## src/rtl/cmp_timer_pkg.sv

```systemverilog
package cmp_timer_pkg;
  typedef struct packed {
    logic loadCount;
    logic loadCompare;
    logic incCount;
  } ctlStrobes_t;
endpackage

```

## src/rtl/cmp_timer_dp.sv

```systemverilog
module cmp_timer_dp
  import cmp_timer_pkg::*;
#(
  parameter int WIDTH = 32
) (
  input  logic             clk,
  input  logic             rstN,
  input  ctlStrobes_t      strobes,
  input  logic [WIDTH-1:0] wrData,
  output logic [WIDTH-1:0] countQ,
  output logic             hitNext
);
  logic [WIDTH-1:0] compareQ;
  logic [WIDTH-1:0] countInc;

  assign countInc = countQ + WIDTH'(1);
  // true when an increment now would make count equal compare
  assign hitNext  = (countInc == compareQ);

  always_ff @(posedge clk or negedge rstN) begin
    if (!rstN) begin
      countQ <= '0;
    end else if (strobes.loadCount) begin
      countQ <= wrData;
    end else if (strobes.incCount) begin
      countQ <= countInc;
    end
  end

  always_ff @(posedge clk or negedge rstN) begin
    if (!rstN) begin
      compareQ <= '0;
    end else if (strobes.loadCompare) begin
      compareQ <= wrData;
    end
  end
endmodule

```

## src/rtl/cmp_timer_ctrl.sv

```systemverilog
module cmp_timer_ctrl
  import cmp_timer_pkg::*;
(
  input  logic        clk,
  input  logic        rstN,
  input  logic        tick,
  input  logic        haltCount,
  input  logic        rev2En,
  input  logic        wrEn,
  input  logic        wrSel,
  input  logic        hitNext,
  output ctlStrobes_t strobes,
  output logic        irqFlag,
  output logic        pendFlag
);
  logic matchNow;

  always_comb begin
    strobes.loadCount   = wrEn && !wrSel;
    strobes.loadCompare = wrEn && wrSel;
    strobes.incCount    = tick && !haltCount && !strobes.loadCount;
  end

  assign matchNow = strobes.incCount && hitNext;

  always_ff @(posedge clk or negedge rstN) begin
    if (!rstN) begin
      irqFlag  <= 1'b0;
      pendFlag <= 1'b0;
    end else if (strobes.loadCompare) begin
      irqFlag  <= 1'b0;
      pendFlag <= 1'b0;
    end else if (matchNow) begin
      irqFlag <= 1'b1;
      if (rev2En) pendFlag <= 1'b1;
    end
  end
endmodule

```

## src/rtl/cmp_timer_top.sv

```systemverilog
module cmp_timer_top
  import cmp_timer_pkg::*;
#(
  parameter int WIDTH  = 32,
  parameter int NLINES = 8,
  localparam int SELW  = $clog2(NLINES)
) (
  input  logic              clk,
  input  logic              rstN,
  input  logic              tick,
  input  logic              haltCount,
  input  logic              rev2En,
  input  logic [SELW-1:0]   routeSel,
  input  logic              wrEn,
  input  logic              wrSel,
  input  logic [WIDTH-1:0]  wrData,
  output logic [WIDTH-1:0]  countOut,
  output logic              timerPending,
  output logic [NLINES-1:0] irqLines
);
  ctlStrobes_t strobes;
  logic        hitNext;
  logic        irqFlag;

  cmp_timer_ctrl u_ctrl (
    .clk(clk), .rstN(rstN), .tick(tick), .haltCount(haltCount),
    .rev2En(rev2En), .wrEn(wrEn), .wrSel(wrSel), .hitNext(hitNext),
    .strobes(strobes), .irqFlag(irqFlag), .pendFlag(timerPending)
  );

  cmp_timer_dp #(.WIDTH(WIDTH)) u_dp (
    .clk(clk), .rstN(rstN), .strobes(strobes), .wrData(wrData),
    .countQ(countOut), .hitNext(hitNext)
  );

  for (genvar i = 0; i < NLINES; i++) begin : g_route
    assign irqLines[i] = irqFlag && (routeSel == SELW'(i));
  end
endmodule

```

## config.mk

```make
export PLATFORM = sky130hd
export DESIGN_NAME = cmp_timer_top
export DESIGN_NICKNAME = d
export VERILOG_FILES = /design/src/rtl/cmp_timer_pkg.sv /design/src/rtl/cmp_timer_dp.sv /design/src/rtl/cmp_timer_ctrl.sv /design/src/rtl/cmp_timer_top.sv
export SDC_FILE = /design/constraint.sdc
export NUM_CORES = 1
export LEC_CHECK = 0
export CELL_PAD_IN_SITES_DETAIL_PLACEMENT = 1
export CELL_PAD_IN_SITES_GLOBAL_PLACEMENT = 1
export CORE_MARGIN = 2
export CORE_UTILIZATION = 48
export DETAILED_ROUTE_END_ITERATION = 7
export DONT_BUFFER_PORTS = 1
export PLACE_DENSITY = 0.85
export SLEW_MARGIN = 10
export SYNTH_ARGS = -nofsm -noshare
export SYNTH_HDL_FRONTEND = slang
export SYNTH_SLANG_ARGS = --single-unit
```

## constraint.sdc

```tcl
create_clock -name clk -period 3 [get_ports clk]
set_input_delay 0 -clock clk [delete_from_list [all_inputs] [get_ports clk]]
set_output_delay 0 -clock clk [all_outputs]
set_load 0.05 [all_outputs]
```

Word level (Yosys, flattened, before mapping)
Index checks and enable logic that the tools add are counted.
{ "totals": {"register_bits": 66, "input_bits": 42, "out_inout_bits": 41, "wordCells": 41} }
{ "classes": {"n_addsub": 1, "eq_ne": 8, "muxes": 7, "reduce_logical": 21} }
{ "op_table": {"columns": ["operator", "n"], "rows": [
  ["$mux 32", 2],
  ["$add 32x1->32 const B", 1],
  ["$eq 32x32->1", 1],
  ["$logic_and 1x1->1", 13],
  ["$eq 3x3->1 const B", 4],
  ["$eq 3x2->1 const B", 2],
  ["$reduce_bool 2->1", 3],
  ["$mux 1", 5],
  ["$eq 3x1->1 const B", 1],
  ["$logic_not 1->1", 3],
  ["$logic_not 3->1", 1],
  ["$reduce_and 2->1", 1]
]} }

Depth between registers and ports, before layout
{ "depth": {"depth_word": 7, "ltp_mapped": 9, "ltp_nobuf": 8} }

By module
From an unflattened synthesis, not the netlist that was laid out.
{ "unflattened": {"cells_unflattened": 448, "hier_area_um2": 4312.9} }
{ "modules_own_cells": {"columns": ["module", "instances", "cells_each", "area_per_inst_um2", "seq_area_each_um2"], "rows": [
  ["cmp_timer_dp", 1, 429, 4090.2, 1601.5],
  ["cmp_timer_ctrl", 1, 11, 126.4, 50.0],
  ["cmp_timer_top", 1, 8, 96.3, 0.0]
]} }

Least setup slack after synthesis
No wires, ideal clock.
{ "synth_path": {"path_kind": "register to register", "start": "register u_dp.countQ[0]", "end": "register u_ctrl.pendFlag", "setup_time_ns": 0.104, "t_arrival_ns": 2.789, "t_required_ns": 2.896, "slack_ns": 0.107, "stages_incl_launch_ff": 9, "n_path_buf": 0, "period_less_slack_ns": 2.893, "cell_sequence": "dfrtp_1 > ha_1 > nand3_1 > o21ai_0 > o21ai_0 > or4_2 > a2111oi_2 > nand4_1 > o41ai_2"} }
{ "synth_via": {"elab_chain_len": 5} }
{ "synth_lines": {"columns": ["element", "line_no", "text"], "rows": [
  ["from (decl)", "cmp_timer_dp.sv:10", "output logic [WIDTH-1:0] countQ,"],
  ["from (signal assigned)", "cmp_timer_dp.sv:24", "countQ <= wrData;"],
  ["from (signal assigned)", "cmp_timer_dp.sv:26", "countQ <= countInc;"],
  ["$add 32x1->32", "cmp_timer_dp.sv:16", "assign countInc = countQ + WIDTH'(1);"],
  ["$eq 32x32->1", "cmp_timer_dp.sv:18", "assign hitNext = (countInc == compareQ);"],
  ["$logic_and 1x1->1", "cmp_timer_ctrl.sv:24", "assign matchNow = strobes.incCount && hitNext;"],
  ["$reduce_bool 2->1 (no line)", null, null],
  ["$reduce_and 2->1 (no line)", null, null],
  ["to (signal assigned)", "cmp_timer_ctrl.sv:29", "pendFlag <= 1'b0;"],
  ["to (signal assigned)", "cmp_timer_ctrl.sv:32", "pendFlag <= 1'b0;"],
  ["to (signal assigned)", "cmp_timer_ctrl.sv:35", "if (rev2En) pendFlag <= 1'b1;"],
  ["to (decl)", "cmp_timer_ctrl.sv:14", "output logic pendFlag"]
]} }
Every way passes these cells.
A chain may end at the register's enable or synchronous reset.

Worst setup path after layout
Ends and elaborated chain as after synthesis.

==> results.tsv <==
metric	value	unit
async_flop_share	1.00	
dp.final_hpwl	9010	µm
cts_tree	done	
hold_class	input pin to flip-flop	
grt_pass1_wl	21900	µm
seq_area_frac_synth	0.402	
num-nets-final	552	
rows	33	
fill_cells	940	
cellLeakagePower	0.00200	µW
synthFlopType	dfrtp_1	
pwr-share-comb	0.312	
clock_sinks	66	
synth.distinct_cells	52	
r2r_start	u_dp.countQ[0]$_DFFE_PN0P_	
grt.overflow.total	0	
core	8260	µm²
yosys.area.top_type	dfrtp_1	
max-vdd-ir-drop	0.000370	V
initial_core_util	0.497	
ys_top_cells_by_count	dfrtp_1 (66), nand2_1 (60), xnor2_1 (48)	
drive_gt1_frac	0.214	
cts_root_buffer	clkbuf_8	
grt_pass1_vias	4033	
p_sw_frac	0.364	
synth_edf_count	0	
p_per_area	628	nW/µm²
relSlewSlack	0.398	
clock_skew	19.0	ps
drv_slew	0	
die_w	96.5	µm
io_buffer_count	0	
tightestPinTransition	900	ps
hold_violations	0	
rsz0062_at_grt	no	
finalCritPeriodShare	0.948	
die_y	96.5	µm
cpPeakStageDelay	540	ps
syn_inst	439	
synth.most_common_cell	dfrtp_1	
crit_arrival	3090	ps
final_cells	619	
post-place-ws	186	ps
fin_crit	2840	ps
ioPinCount	83	
track_usage	0.318	
dieArea	9310	µm²
antenna_left	0	
diodes	0	
numCtsBuffers	9	
cap_viol_max_count	0	
routedWlPerCell	22.4	µm
synth_area	4110	µm²
drc	0	
cp-startpoint	u_dp.countQ[0]$_DFFE_PN0P_	
cp_cell_sequence	buf_4, nand3_2, or3_1, nor4_4, xnor2_1, a2111oi_2, nand4_1, o41ai_2	
gp_congestion	0.890	
ys.warnings.count	0	
antenna_found_initial	0	
ys_top_cells_by_area	dfrtp_1 (40%), xnor2_1 (10%), mux2_2 (9.1%)	
p_int	2070	µW
cts_buffer_depth	2	
crit_type	flip-flop to flip-flop	
fin_ws	156	ps
totalWireLength	13900	µm
fin_setup_tns	0	ps
p_seq_frac	0.362	
power.total	3250	µW
cp_max_fo	10	
clock_latency	360	ps
area_delta_synth_final	26.0	%
cp_slowest_cell	or3_1	
dr.first_iter.drc_count	175	
hp-start	wrEn	
htree_levels	3	
worst_ep_required_time	3240	ps
yosysTopAreaCellShare	0.402	
fmax	352	MHz
via_per_inst	5.96	
synth_nets	482	
crit_path_end_kind	flip-flop	
clkPwrFrac	0.326	
grt_max_degree	67	
dr.pass1.iters	4	
ys_ff_latch	66	
syn_avg_cell_area	9.35	µm²
outcome	complete, no violations	
dp_cells	559	
clkSlewWorstSetupHoldPaths	70	ps
switching_power	1180	µW
vias	3691	
setup_viol	0	
cp-start-kind	flip-flop	
[cells in the final DEF (no fill, tap or decap), types with 10 or more instances in the layout]
cell type / count
nand4_1: 13
dfrtp_1: 66
nand2_1: 60
nor2_1: 30
xnor2_1: 48
nor3_1: 13
mux2_2: 33
o21ai_0: 36
dlygate4sd3_1: 43
clkbuf_8: 10
xor2_1: 27
buf_4: 43
[cells by family (layout without fill, tap and decap cells)]
logic type	count (synthesis)	after routing	share of synthesized area
adder cells (fa/ha/maj)	1	1	0.00305
XOR/XNOR	75	75	0.160
flip-flops	66	66	0.402
AND/OR/NAND/NOR	166	166	0.204
buffers and inverters	30	105	0.0360
AO/OA/AOI/OAI	66	66	0.0991
multiplexers	35	35	0.0954
[sequential cells by signal (all words and copies together), names as in the netlist]
| name | cells |
|---|---|
| u_dp.compareQ | 32 |
| u_ctrl.pendFlag | 1 |
| u_dp.countQ | 32 |
| u_ctrl.irqFlag | 1 |
[power by group through the flow]
stage                     combinational (µW)  sequential, µW  clock (µW)
after floorplan                          475            1350           0
after global placement                   865            1170           0
after detailed placement                 899            1180           0
after CTS                                987            1170        1040
after global routing                    1080            1190        1090
final                                   1010            1180        1060
[metal layers]
| metal | share of wire | vias to the layer above | track usage | routed length, µm |
|---|---|---|---|---|
| met4 | 0.020 | 0 | 0.0939 | 282 |
| met3 | 0.058 | 26 | 0.0590 | 805 |
| met1 | 0.40 | 1867 | 0.387 | 5590 |
| li1 | - | 1661 | - | - |
| met5 | 0 | - | 0 | 0 |
| met2 | 0.52 | 137 | 0.571 | 7210 |
[worst paths after layout]
path                                                      end  slack, ps  depth (start not counted)
max in group asynchronous       u_dp.compareQ[17]$_DFFE_PN0P_       2470                          2
worst min-delay path               u_dp.countQ[1]$_DFFE_PN0P_         70                          3
worst min register to register   u_dp.compareQ[6]$_DFFE_PN0P_        540                          1
min in group asynchronous       u_dp.compareQ[28]$_DFFE_PN0P_        230                          2
worst max-delay path              u_ctrl.pendFlag$_DFFE_PN0P_        160                          8
worst max register to register    u_ctrl.pendFlag$_DFFE_PN0P_        160                          8
[critical path, delay by kind of cell, from the launching register on]
family / cells / cell delay (ps)
AND/OR/NAND/NOR: 4 / 1280
AO/OA/AOI/OAI: 2 / 720
flip-flops: 1 / 380
buffers and inverters: 1 / 250
XOR/XNOR: 1 / 110
[area by class of cell]
class	instances	area (µm²)	share of cell area
flip-flops and latches	66	1650	0.319
repair buffers	87	781	0.151
clock inverters	6	138	0.0266
inverters	2	7.51	0.00145
well taps	105	131	0.0254
clock buffers	10	138	0.0266
multi-input cells	343	2320	0.450
[repair_timing]
| action | CTS | global route |
|---|---|---|
| buffers inserted | 0 | 0 |
| gates resized for setup | 0 | 2 |
| endpoints found under the hold margin | 131 | 0 |
| endpoints found under the setup margin | 0 | 2 |
| hold buffers | 44 | 0 |
[per-stage QoR]
step	hold slack (ps)	area (µm²)	util
final	68.1	5170	0.626
after floorplan	-296	4110	-
after global routing	78.7	5170	0.626
after detailed placement	-294	4430	0.536
after CTS	34.4	5160	0.625
after global placement	-294	4430	0.536
Note: power is estimated with default switching activity, not from simulation.
